[config.mk]
export PLATFORM = sky130hd
export DESIGN_NAME = gpio_edge_ctrl
export DESIGN_NICKNAME = d
export VERILOG_FILES = /design/src/rtl/gpio_edge_pkg.sv /design/src/rtl/gpio_in_sync.sv /design/src/rtl/gpio_evt_reg.sv /design/src/rtl/gpio_edge_ctrl.sv
export SDC_FILE = /design/constraint.sdc
export NUM_CORES = 1
export LEC_CHECK = 0
export ABC_CLOCK_PERIOD_IN_PS = 3600
export BUFFER_PORTS_ARGS = -buffer_cell sky130_fd_sc_hd__buf_2
export CAP_MARGIN = 20
export CORE_MARGIN = 8
export CORE_UTILIZATION = 57
export CTS_BUF_LIST = sky130_fd_sc_hd__clkbuf_16
export CTS_CLUSTER_DIAMETER = 30
export CTS_CLUSTER_SIZE = 28
export DETAILED_ROUTE_END_ITERATION = 8
export MAX_ROUTING_LAYER = met4
export PLACE_DENSITY = 0.79
export SYNTH_ARGS = -nofsm -noshare
export SYNTH_HDL_FRONTEND = slang
export SYNTH_SLANG_ARGS = --single-unit
[constraint.sdc]
create_clock -name clk -period 3.6 [get_ports clk]
set_clock_uncertainty 0.1 [all_clocks]
set_input_delay 0.54 -clock clk [delete_from_list [all_inputs] [get_ports clk]]
set_output_delay 0.54 -clock clk [all_outputs]
set_load 0.05 [all_outputs]
[src/rtl/gpio_edge_pkg.sv]
package gpio_edge_pkg;

    localparam logic [7:0] OFS_DIR = 8'h00;
    localparam logic [7:0] OFS_ODN = 8'h04;
    localparam logic [7:0] OFS_DAT = 8'h08;
    localparam logic [7:0] OFS_EVT = 8'h0C;
    localparam logic [7:0] OFS_MSK = 8'h10;
    localparam logic [7:0] OFS_EDG = 8'h14;

    typedef enum logic [2:0] {
        SEL_DIR,
        SEL_ODN,
        SEL_DAT,
        SEL_EVT,
        SEL_MSK,
        SEL_EDG,
        SEL_NONE
    } reg_sel_e;

    function automatic reg_sel_e decode_ofs(input logic [7:0] ofs);
        case (ofs)
            OFS_DIR: return SEL_DIR;
            OFS_ODN: return SEL_ODN;
            OFS_DAT: return SEL_DAT;
            OFS_EVT: return SEL_EVT;
            OFS_MSK: return SEL_MSK;
            OFS_EDG: return SEL_EDG;
            default: return SEL_NONE;
        endcase
    endfunction

endpackage

[src/rtl/gpio_in_sync.sv]
// Two-stage synchroniser followed by a history stage for edge detection.
module gpio_in_sync #(
    parameter int W = 32
) (
    input  logic         clk,
    input  logic         rst_n,
    input  logic [W-1:0] async_in,
    output logic [W-1:0] level,
    output logic [W-1:0] rise,
    output logic [W-1:0] fall
);

    typedef struct packed {
        logic [W-1:0] meta;
        logic [W-1:0] stable;
        logic [W-1:0] hist;
    } sync_t;

    sync_t st_d, st_q;

    always_comb begin
        st_d        = st_q;
        st_d.meta   = async_in;
        st_d.stable = st_q.meta;
        st_d.hist   = st_q.stable;
    end

    always_ff @(posedge clk or negedge rst_n) begin
        if (!rst_n) st_q <= '0;
        else        st_q <= st_d;
    end

    assign level = st_q.stable;
    assign rise  = st_q.stable & ~st_q.hist;
    assign fall  = ~st_q.stable & st_q.hist;

endmodule

[src/rtl/gpio_evt_reg.sv]
// Sticky event bits: capture sets, write-one clears, capture wins.
module gpio_evt_reg #(
    parameter int W = 32
) (
    input  logic         clk,
    input  logic         rst_n,
    input  logic [W-1:0] set_vec,
    input  logic [W-1:0] clr_vec,
    output logic [W-1:0] evt
);

    logic [W-1:0] evt_d, evt_q;

    always_comb begin
        evt_d = (evt_q & ~clr_vec) | set_vec;
    end

    always_ff @(posedge clk or negedge rst_n) begin
        if (!rst_n) evt_q <= '0;
        else        evt_q <= evt_d;
    end

    assign evt = evt_q;

endmodule

[src/rtl/gpio_edge_ctrl.sv]
module gpio_edge_ctrl
    import gpio_edge_pkg::*;
#(
    parameter int N_PINS = 32,
    parameter int ADDR_W = 5
) (
    input  logic              clk,
    input  logic              rst_n,
    input  logic              bus_sel,
    input  logic              bus_wr,
    input  logic [ADDR_W-1:0] bus_addr,
    input  logic [N_PINS-1:0] bus_wdata,
    output logic [N_PINS-1:0] bus_rdata,
    input  logic [N_PINS-1:0] pin_in,
    output logic [N_PINS-1:0] pin_oe,
    output logic [N_PINS-1:0] pin_out,
    output logic              irq
);

    localparam int MSB = N_PINS - 1;

    typedef struct packed {
        logic [N_PINS-1:0] dir;
        logic [N_PINS-1:0] odn;
        logic [N_PINS-1:0] dat;
        logic [N_PINS-1:0] msk;
        logic [N_PINS-1:0] edg;
    } regs_t;

    regs_t    rg_d, rg_q;
    reg_sel_e sel;
    logic     wr_en;

    logic [N_PINS-1:0] pin_r, oe_r, out_r;
    logic [N_PINS-1:0] lvl_v, rise_v, fall_v, cap_v, clr_v, evt_v;
    logic [N_PINS-1:0] dir_v, odn_v, dat_v, msk_v, edg_v;

    // pin n <-> register bit MSB-n
    for (genvar g = 0; g < N_PINS; g++) begin : g_pinmap
        assign pin_r[MSB-g] = pin_in[g];
        assign pin_oe[g]    = oe_r[MSB-g];
        assign pin_out[g]   = out_r[MSB-g];
    end

    assign sel   = decode_ofs(8'(bus_addr));
    assign wr_en = bus_sel && bus_wr;

    assign dir_v = rg_q.dir;
    assign odn_v = rg_q.odn;
    assign dat_v = rg_q.dat;
    assign msk_v = rg_q.msk;
    assign edg_v = rg_q.edg;

    gpio_in_sync #(.W(N_PINS)) u_sync (
        .clk      (clk),
        .rst_n    (rst_n),
        .async_in (pin_r),
        .level    (lvl_v),
        .rise     (rise_v),
        .fall     (fall_v)
    );

    assign cap_v = fall_v | (rise_v & ~edg_v);
    assign clr_v = (wr_en && sel == SEL_EVT) ? bus_wdata : '0;

    gpio_evt_reg #(.W(N_PINS)) u_evt (
        .clk     (clk),
        .rst_n   (rst_n),
        .set_vec (cap_v),
        .clr_vec (clr_v),
        .evt     (evt_v)
    );

    always_comb begin
        rg_d = rg_q;
        if (wr_en) begin
            case (sel)
                SEL_DIR: rg_d.dir = bus_wdata;
                SEL_ODN: rg_d.odn = bus_wdata;
                SEL_DAT: rg_d.dat = bus_wdata;
                SEL_MSK: rg_d.msk = bus_wdata;
                SEL_EDG: rg_d.edg = bus_wdata;
                default: ;
            endcase
        end
    end

    always_ff @(posedge clk or negedge rst_n) begin
        if (!rst_n) rg_q <= '0;
        else        rg_q <= rg_d;
    end

    always_comb begin
        case (sel)
            SEL_DIR: bus_rdata = dir_v;
            SEL_ODN: bus_rdata = odn_v;
            SEL_DAT: bus_rdata = (lvl_v & ~dir_v) | (dat_v & dir_v);
            SEL_EVT: bus_rdata = evt_v;
            SEL_MSK: bus_rdata = msk_v;
            SEL_EDG: bus_rdata = edg_v;
            default: bus_rdata = '0;
        endcase
    end

    assign oe_r  = dir_v & ~(odn_v & dat_v);
    assign out_r = dat_v & ~odn_v;
    assign irq   = |(evt_v & msk_v);

endmodule

==> summary.txt <==
Status: finished, final reports clean
Total track usage: 0.283
# port buffers: 169
FF+latch count, synth: 288
Reg2reg start: u_sync.st_q[9]$_DFF_PN0_
Core Region: 21600 um^2
Worst-path maximum fanout: 34
Total power: 10.2 mW
Comb power frac: 0.127
Worst setup startpoint: bus_addr[3]
Clk_lat worst skew: 0.56 ns
Clock Path Buffers: 3
Root buffer cell: clkbuf_16
Post-synthesis cell count: 996
Post-synthesis mux area share: 0.146
Via density per instance: 6.12
RSZ-0062 raised after global routing: false
Clock buffer count from CTS: 56
CTS sink cnt: 288
Slew HR: 0.622
Die area: 26700 um^2
Vias in the first global route: 10400
Slowest stage delay, CP: 0.72 ns
Total of max-cap violations: 0
Pwr Density: 618 nW/um^2
Startpoint Class: input pin
Synthesized-area fraction occupied by adder cells: 0.00101
Clock Pin Slew Worst Setup and Hold Paths: 0.05 ns
Post-synthesis net count: 1070
Largest net degree at the start of global routing: 107
Share of cells above drive strength 1: 0.328
First-pass GRT wire length: 57800 um
Crit share post-route: 0.981
Switching share of power: 0.277
Yosys cell types: 32
Worst r2r path cells: 2
DR pass1 iterations: 5
Top Usage Layer GRT: met2
Htree depth: 2
Lkg Pwr: 7.19 nW
Pint: 7.35 mW
Clock power frac: 0.509
Mapped Area: 12400 um^2
CP Buf/Inv Count: 3
Number of antenna violations at the first check in global routing: 2
Final Hold Vio Count: 0
Max rail drop VDD: 436 uV
Routing usage on met3: 0.0572
Worst hold slack: 0.0146 ns
Sequential power share: 0.364
Sw power: 2.82 mW
Synth Area in Simple Gates: 0.103
Num ports: 170
Fmax: 283 MHz
Sequential fraction of the synthesis area: 0.583
Initial core utilization: 0.573
GR Layer Usage met2: 0.436
Worst-margin pin slew: 0.566 ns
CP max-delay cell: or4b_2
Chip height: 163 um
EDFF count, synth: 0
Met1 Use GR: 0.369
Total grt overflow: 0
CP Cell Sequence: buf_2 > nor2b_4 > nand2_1 > ha_1 > or4b_2 > buf_12 > a2bb2oi_1 > a41oi_4 > buf_2
Hold_sp: pin_in[29]
R2R Path End: u_evt.evt[9]$_DFF_PN0_
CP arrival: 2.89 ns
CTS tree: yes
Worst path top cell family by delay: simple AND/OR/NAND/NOR gates
Iter 0 DRT Violations: 781
DR WL/cell: 23.3 um
Setup violators final: 0
Global placement routability congestion: 0.850
Crit path capture type: output pin
Hold path depth: 1
Largest family of logic cells by synthesized area: multiplexers
Die X: 163 um
Slew Viols, Final: 0
R2R setup slack: 2.56 ns
Final nets: 1304
Synth Area per Inst: 12.4 um^2
Endpoint of the worst hold path: u_sync.st_d[34]$_DFF_PN0_
# rows: 54
Crit Path Category: in2out
Synth warnings: 0
Top cell by count, worst path: buf_2
Dpl hpwl: 22700 um
Area growth syn-to-layout: 33.1%
Vias: 9502
Critical path required time: 2.96 ns
Asr flop ratio synth: 1.00
# DRC: 0
Routed Antenna Nets: 0
Synth Area in Compound Gates: 0.134
XOR/XNOR Fraction of Synth Area: 0
Ys flop type: dfrtp_1
HP Class: in2reg
Final min period: 3.53 ns
Total Wirelength: 36100 um
[registers in the layout, summed over array words and instances (netlist names)]
name          cells
u_sync.st_d      32
u_evt.evt        32
dir_v            32
dat_v            32
odn_v            32
msk_v            32
u_sync.st_q      32
u_sync.level     32
edg_v            32
[kinds of logic (layout without fill, tap and decap cells)]
| group | Yosys count | in the layout |
|---|---|---|
| flip-flops | 288 | 288 |
| AND/OR/NAND/NOR | 249 | 249 |
| AO/OA/AOI/OAI | 210 | 210 |
| multiplexers | 160 | 160 |
| buffers and inverters | 88 | 363 |
| adder cells (fa/ha/maj) | 1 | 1 |
| other | 0 | 2 |
[worst max path at each step]
stage                     slack (ns)       endpoint  cells after the start
after floorplan                -0.09   bus_rdata[0]                     11
after global placement        0.0004   bus_rdata[2]                     10
after detailed placement       -0.08   bus_rdata[2]                     10
after CTS                       0.09  bus_rdata[28]                      9
after global routing           0.009  bus_rdata[28]                      9
final                           0.07  bus_rdata[28]                      9
[cell usage in the layout, fill, tap and decap left out, types with 4 or more instances in the layout]
cell type	n
clkinv_4	8
a41oi_4	29
o21ai_0	32
nor3_1	33
a221o_1	32
inv_1	35
buf_12	9
nand2_1	67
clkinv_2	11
mux2_1	92
dlygate4sd3_1	25
mux2_2	68
inv_6	4
nand4_1	4
buf_4	28
dfrtp_1	288
clkinvlp_4	7
a21boi_0	32
buf_2	164
bufinv_16	8
a22oi_1	48
nor2_1	64
nor2b_1	31
clkbuf_16	57
nand3b_1	31
a2bb2oi_1	32
[cell usage after synthesis, drive strengths merged (31+ instances only)]
master   instances  share of area
inv             34          0.010
a22oi           48          0.029
mux2           160           0.15
nand2           67          0.020
a41oi           32          0.023
nand3b          31          0.019
dfrtp          288           0.58
a21boi          32          0.019
nor2b           34          0.017
nor2            67          0.022
nor3            36          0.016
a221o           32          0.026
o21ai           32          0.013
a2bb2oi         32          0.023
clkbuf          32         0.0097
[through the flow]
step | area, um^2 | util | instances | setup slack [ns] | setup TNS, ns
6_report | 16500 | 0.763 | 1553 | 0.0673 | 0
5_1_grt | 16500 | 0.763 | 1553 | 0.00866 | 0
3_3_place_gp | 14300 | 0.663 | 1427 | 0.000384 | 0
4_1_cts | 16400 | 0.762 | 1550 | 0.0928 | 0
3_5_place_dp | 14300 | 0.663 | 1427 | -0.0795 | -0.875
2_1_floorplan | 12900 | - | 996 | -0.0860 | -0.0860
[what timing repair did]
item / 4_1_cts / 5_1_grt
gates cloned: 0 / 0
hold buffers: 24 / 1
setup endpoints to repair: 31 / 3
endpoints found under the hold margin: 70 / 1
buffers inserted: 0 / 0
gates resized for setup: 2 / 3
[power by group through the flow]
| stage | sequential, mW | combinational (mW) | clock, mW |
|---|---|---|---|
| after global routing | 3.73 | 1.36 | 5.40 |
| after global placement | 3.72 | 1.24 | 0 |
| after floorplan | 3.66 | 0.885 | 0 |
| after CTS | 3.69 | 1.30 | 5.23 |
| after detailed placement | 3.74 | 1.27 | 0 |
| final | 3.70 | 1.29 | 5.18 |
[layer usage]
metal  part of all wire  vias up
li1                   -     4136
met1               0.43     4902
met2               0.48      402
met3              0.075       62
met4              0.023        0
met5                  0        -
[area by class of cell]
| cell class | count | area, um^2 |
|---|---|---|
| Clock inverter | 42 | 468 |
| Tap cell | 280 | 350 |
| Inverter | 34 | 128 |
| Sequential cell | 288 | 7210 |
| Clock buffer | 57 | 1430 |
| Timing Repair Buffer | 230 | 1500 |
| Multi-Input combinational cell | 620 | 5370 |
| Antenna cell | 2 | 5.00 |
| Fill cell | 1314 | 5100 |
Power figures use the tool's default switching activity.
